<file path="config.mk">
export PLATFORM = sky130hd
export DESIGN_NAME = rx_break_status
export DESIGN_NICKNAME = d
export VERILOG_FILES = /design/src/rtl/rx_break_pkg.sv /design/src/rtl/rx_break_datapath.sv /design/src/rtl/rx_break_control.sv /design/src/rtl/rx_break_status.sv
export SDC_FILE = /design/constraint.sdc
export NUM_CORES = 1
export LEC_CHECK = 0
export BUFFER_PORTS_ARGS = -buffer_cell sky130_fd_sc_hd__buf_2
export CORE_ASPECT_RATIO = 1.5
export CORE_UTILIZATION = 48
export CTS_BUF_LIST = sky130_fd_sc_hd__clkbuf_4 sky130_fd_sc_hd__clkbuf_8 sky130_fd_sc_hd__clkbuf_16
export DETAILED_ROUTE_END_ITERATION = 10
export PLACE_DENSITY = 0.74
export SYNTH_ARGS = -nofsm -noshare
export SYNTH_HDL_FRONTEND = slang
export SYNTH_HIERARCHICAL = 1
export SYNTH_SLANG_ARGS = --single-unit
</file>
<file path="constraint.sdc">
create_clock -name clk -period 3.1 [get_ports clk]
set_clock_uncertainty 0.2 [all_clocks]
set_input_delay 0.31 -clock clk [delete_from_list [all_inputs] [get_ports clk]]
set_output_delay 0.31 -clock clk [all_outputs]
set_load 0.05 [all_outputs]
</file>
<file path="src/rtl/rx_break_pkg.sv">
package rx_break_pkg;

  localparam int STAT_W   = 5;
  localparam int ST_SHORT = 0;
  localparam int ST_LONG  = 1;
  localparam int ST_OVR   = 2;
  localparam int ST_PAR   = 3;
  localparam int ST_FRM   = 4;

  // strobes from control to the low-time datapath
  typedef struct packed {
    logic cntClr;
    logic cntStep;
  } cntStrb_t;

  typedef enum logic [1:0] {
    BRK_ARMED     = 2'd0,
    BRK_SHORT_HIT = 2'd1,
    BRK_LONG_HIT  = 2'd2
  } brkState_t;

endpackage

</file>
<file path="src/rtl/rx_break_datapath.sv">
module rx_break_datapath
  import rx_break_pkg::*;
#(
  parameter int OVS      = 16,
  parameter int MIN_DATA = 5,
  parameter int LEN_W    = 2
) (
  input  logic             clk,
  input  logic             rstN,
  input  cntStrb_t         strb,
  input  logic [LEN_W-1:0] dataLen,
  input  logic             parityOn,
  input  logic             twoStop,
  output logic             overShort,
  output logic             overLong
);

  localparam int SUB_W   = (OVS > 1) ? $clog2(OVS) : 1;
  localparam int MAX_M   = 1 + MIN_DATA + (2 ** LEN_W - 1) + 1 + 2;
  localparam int CNT_W   = $clog2(2 * MAX_M + 5);
  localparam logic [CNT_W-1:0] CNT_SAT = {CNT_W{1'b1}};
  localparam logic [SUB_W-1:0] SUB_TOP = SUB_W'(OVS - 1);

  logic [SUB_W-1:0] subCnt;
  logic [CNT_W-1:0] bitCnt;
  logic [CNT_W-1:0] frameLen;
  logic [CNT_W-1:0] shortLim;
  logic [CNT_W-1:0] longLim;

  // frame length in bits: start + data + parity + stop
  always_comb begin
    frameLen = CNT_W'(1 + MIN_DATA) + CNT_W'(dataLen) + CNT_W'(parityOn)
             + (twoStop ? CNT_W'(2) : CNT_W'(1));
    shortLim = frameLen;
    longLim  = CNT_W'(frameLen << 1) + CNT_W'(3);
  end

  always_ff @(posedge clk) begin
    if (!rstN || strb.cntClr) begin
      subCnt <= '0;
      bitCnt <= '0;
    end else if (strb.cntStep) begin
      if (subCnt == SUB_TOP) begin
        subCnt <= '0;
        if (bitCnt != CNT_SAT) bitCnt <= bitCnt + CNT_W'(1);
      end else begin
        subCnt <= subCnt + SUB_W'(1);
      end
    end
  end

  assign overShort = (bitCnt > shortLim);
  assign overLong  = (bitCnt > longLim);

  // a high sample leaves the measurement at zero
  a_r5_high_clears: assert property (@(posedge clk) disable iff (!rstN)
    strb.cntClr |=> (bitCnt == '0 && subCnt == '0));

  // without a strobe the measurement holds
  a_r10_hold_no_tick: assert property (@(posedge clk) disable iff (!rstN)
    !(strb.cntClr || strb.cntStep) |=> $stable(bitCnt) && $stable(subCnt));

endmodule

</file>
<file path="src/rtl/rx_break_control.sv">
module rx_break_control
  import rx_break_pkg::*;
(
  input  logic              clk,
  input  logic              rstN,
  input  logic              tick16,
  input  logic              rxLine,
  input  logic              overShort,
  input  logic              overLong,
  input  logic              ovrErr,
  input  logic              parErr,
  input  logic              frmErr,
  input  logic              clrStrobe,
  input  logic [STAT_W-1:0] clrMask,
  output cntStrb_t          strb,
  output logic [STAT_W-1:0] status
);

  brkState_t         state, stateNext;
  logic [STAT_W-1:0] setVec;
  logic [STAT_W-1:0] clrVec;

  always_comb begin
    strb.cntClr  = tick16 && rxLine;
    strb.cntStep = tick16 && !rxLine;
  end

  // break tracking: one report per class per low period
  always_comb begin
    stateNext = state;
    setVec    = '0;
    if (strb.cntClr) begin
      stateNext = BRK_ARMED;
    end else begin
      unique case (state)
        BRK_ARMED: begin
          if (overLong) begin
            setVec[ST_LONG]  = 1'b1;
            setVec[ST_SHORT] = 1'b1;
            stateNext        = BRK_LONG_HIT;
          end else if (overShort) begin
            setVec[ST_SHORT] = 1'b1;
            stateNext        = BRK_SHORT_HIT;
          end
        end
        BRK_SHORT_HIT: begin
          if (overLong) begin
            setVec[ST_LONG]  = 1'b1;
            setVec[ST_SHORT] = 1'b1;
            stateNext        = BRK_LONG_HIT;
          end
        end
        BRK_LONG_HIT: stateNext = BRK_LONG_HIT;
        default:      stateNext = BRK_ARMED;
      endcase
    end
    setVec[ST_OVR] = ovrErr;
    setVec[ST_PAR] = parErr;
    setVec[ST_FRM] = frmErr;
    clrVec = clrStrobe ? clrMask : '0;
  end

  always_ff @(posedge clk) begin
    if (!rstN) begin
      state  <= BRK_ARMED;
      status <= '0;
    end else begin
      state  <= stateNext;
      status <= (status & ~clrVec) | setVec;
    end
  end

  // long break never appears without short break
  a_r3_long_with_short: assert property (@(posedge clk) disable iff (!rstN)
    $rose(status[ST_LONG]) |-> status[ST_SHORT]);

  // short break only after the datapath reports the limit passed
  a_r2_short_after_limit: assert property (@(posedge clk) disable iff (!rstN)
    $rose(status[ST_SHORT]) |-> $past(overShort));

  // an error pulse leaves its flag set
  a_r7_overrun_sets: assert property (@(posedge clk) disable iff (!rstN)
    ovrErr |=> status[ST_OVR]);

  // a set flag with no clear request stays set
  a_r8_framing_sticky: assert property (@(posedge clk) disable iff (!rstN)
    (status[ST_FRM] && !(clrStrobe && clrMask[ST_FRM])) |=> status[ST_FRM]);

endmodule

</file>
<file path="src/rtl/rx_break_status.sv">
module rx_break_status
  import rx_break_pkg::*;
#(
  parameter int OVS      = 16,
  parameter int MIN_DATA = 5,
  parameter int LEN_W    = 2
) (
  input  logic              clk,
  input  logic              rstN,
  input  logic              tick16,
  input  logic              rxLine,
  input  logic [LEN_W-1:0]  dataLen,
  input  logic              parityOn,
  input  logic              twoStop,
  input  logic              ovrErr,
  input  logic              parErr,
  input  logic              frmErr,
  input  logic              irqEnable,
  input  logic              clrStrobe,
  input  logic [STAT_W-1:0] clrMask,
  output logic [STAT_W-1:0] status,
  output logic              irq
);

  cntStrb_t strb;
  logic     overShort;
  logic     overLong;

  rx_break_control u_control (
    .clk       (clk),
    .rstN      (rstN),
    .tick16    (tick16),
    .rxLine    (rxLine),
    .overShort (overShort),
    .overLong  (overLong),
    .ovrErr    (ovrErr),
    .parErr    (parErr),
    .frmErr    (frmErr),
    .clrStrobe (clrStrobe),
    .clrMask   (clrMask),
    .strb      (strb),
    .status    (status)
  );

  rx_break_datapath #(
    .OVS      (OVS),
    .MIN_DATA (MIN_DATA),
    .LEN_W    (LEN_W)
  ) u_datapath (
    .clk       (clk),
    .rstN      (rstN),
    .strb      (strb),
    .dataLen   (dataLen),
    .parityOn  (parityOn),
    .twoStop   (twoStop),
    .overShort (overShort),
    .overLong  (overLong)
  );

  assign irq = irqEnable && (|status);

  // with the enable low the request stays low
  a_r9_irq_masked: assert property (@(posedge clk) disable iff (!rstN)
    !irqEnable |-> !irq);

endmodule

</file>
==> flow_summary.ini <==
[clock_tree]
htree_levels = 1
clock_latency_ps = 270
post_cts_resize_count = 0
hold_buffers = 0
cts.sinks = 16
postCtsSetupBuffers = 0
cts_tree = built
cts_buffers = 3
cts_max_path_buffers = 2
cts_root_buffer = clkbuf_4
path_clk_slew_ps = 80

[global_route]
grt_pass1_wl_mm = 3.70
gr-usage-met1 = 0.189
grt.overflow.total = 0
grt_pass1_vias = 969
grt.total_usage = 0.183
met2_usage = 0.362
grt_antenna_before_repair = 0
grt_max_degree = 11
top_usage_layer = met2
met3_usage = 0.00867

[logic_synthesis]
synth-seq-cells = 16
async_flop_share = 0
syn-num-nets = 169
yosys-top-cells-count = 19 x ha_1, 16 x dfxtp_1, 13 x a21oi_1, 11 x inv_1, 10 x nand2_1
synth_edf_count = 0
yosys.cell_count.top_type = ha_1
netlist.area_leader.share = 0.280
syn_avg_cell_area_sq_um = 8.73
synth_top_flop_cell = dfxtp_1
yosysWarnings = 6
syn_area_sq_mm = 0.00114
seq_area_frac_synth = 0.280
yosysTopAreaCell = dfxtp_1
synthTopCellsByArea = dfxtp_1 28%, ha_1 21%, a21oi_1 5.7%, inv_1 3.6%, nand2_1 3.3%
yosysUniqueCellTypes = 34
synthCells = 131

[power]
p_per_area_mw_per_mm2 = 330
leakagePower_uw = 0.000636
total_power_uw = 436
irDropWorstVdd_mv = 0.245

[timing]
slew_violations = 0
fin_crit_ps = 2980
rsz0062_at_grt = no
tightest_slew_ps = 321
finalSetupViolCount = 0
max_freq_mhz = 336
max-slew-margin-rel = 0.786
hold_viol = 0
period_share = 0.961

[detailed_routing]
drtAntennaViolNets = 0
drtPass1Iterations = 4
viasPerCell = 5.65
drt-initial-drc-count = 12
wire_per_inst_um = 12.3
wirelength_mm = 2.23
drc = 0
vias = 1022

[worst_setup_path]
reg2reg_to = u_control/status[0]
rr_worst_depth = 7
r2r-start = u_datapath/bitCnt[2]
worstSetupStartpoint = dataLen[0]
cp.required_ps = 3110
crit_type = in2reg
rrSetupSlack_ps = 1010
worst-endpoint-arrival_ps = 2980
endpoint_kind = register
crit_path_end = u_control/state[1]
path_max_fanout = 3
start_kind = primary input

[cells_and_area]
nFillCells = 208
seq_area_sq_um = 320
final_nets = 198
syn_to_final_growth_pct = 15.5
antenna_cells = 0
multi_input_area_sq_um = 774
fin_util = 0.592
drive_gt1_frac = 0.203

[run]
drv_cap = 0

[floorplanning]
initial_core_util = 0.512
std_cell_rows = 21
die_x_um = 41.9
core_sq_mm = 0.00223
dieArea_sq_mm = 0.00259
ios = 24
die_h_um = 61.8

[placement]
gp_congestion = 0.852
hpwlAfterDp_mm = 1.84
portBuffers = 23

[run_status]
status = complete, no violations

[hold_path]
hold_class = in2reg
## where the power goes
group	internal (uW)	switching, uW	total (uW)	leakage, uW
Clock	44.9	57.2	102	0.0000138
Combinational	50.6	69.1	120	0.000492
Sequential	210	4.02	214	0.000130
## sequential cells by signal, indices dropped and copies added, names as in the netlist
| signal | count |
|---|---|
| u_datapath/bitCnt | 5 |
| u_datapath/subCnt | 4 |
| u_control/status | 5 |
| u_control/state | 2 |
## layer usage
layer  part of all wire  up-vias
li1                   -      529
met1               0.43      463
met2               0.52       26
met3              0.034        4
met4              0.019        0
met5                  0        -
## how the worst min path moves through the flow
| stage | cells after the start | endpoint | startpoint | slack [ps] |
|---|---|---|---|---|
| finish | 3 | u_control/status[4] | frmErr | 70 |
| floorplan | 1 | u_control/status[1] | rstN | 230 |
| CTS | 3 | u_control/status[3] | parErr | 70 |
| global placement | 2 | u_control/state[1] | u_control/state[1] | 290 |
| global route | 3 | u_control/status[3] | parErr | 70 |
| detailed placement | 2 | u_control/state[1] | u_control/state[1] | 290 |
## critical path: stages
cell and delay, ps:
buf_2 110, fa_1 410, ha_1 200, inv_1 60
ha_1 260, nor2_1 180, xor2_1 190, ha_1 270
nand4_1 100, o22ai_1 80, nor2_1 130, a21oi_1 80
or4b_1 480, mux2i_1 130
## cell families (layout without fill, tap and decap cells)
group,Yosys count,count (layout),synth area share
adder cells (fa/ha/maj),20,20,0.225
multiplexers,2,2,0.0175
AND/OR/NAND/NOR,43,43,0.221
AO/OA/AOI/OAI,34,34,0.190
flip-flops,16,16,0.280
XOR/XNOR,3,3,0.0230
buffers and inverters,13,40,0.0427
## area by class of cell
cell class,instances,share of cell area
clock buffers,3,0.0170
multi-input cells,102,0.586
inverters,12,0.0341
repair buffers,25,0.0985
well taps,23,0.0218
flip-flops and latches,16,0.242
## stage by stage
stage	instances	instance area [sq um]	setup TNS, ps	worst slack, ps	hold WS (ps)
detailed placement	178	1300	-132	-131	288
CTS	181	1320	0	157	65.9
finish	181	1320	0	121	69.9
floorplan	131	1140	0	135	228
global placement	178	1300	0	17.7	290
global route	181	1320	0	35.6	71.6
## cells in the final DEF, fill, tap and decap left out, types with 2 or more instances in the layout
master     n
buf_2     23
ha_1      19
dfxtp_1   16
a21oi_1   13
inv_1     11
nand2_1   10
nor2_1     7
nor2b_1    5
o31ai_1    5
or4_1      3
o21a_1     3
clkbuf_4   3
o211ai_1   3
nand3_1    3
nand2b_1   3
xor2_1     3
a21boi_0   2
mux2i_1    2
a21o_1     2
a211oi_1   2
buf_4      2
nand4_1    2
o21ai_0    2
or3_1      2
(Power assumes the default switching activity.)
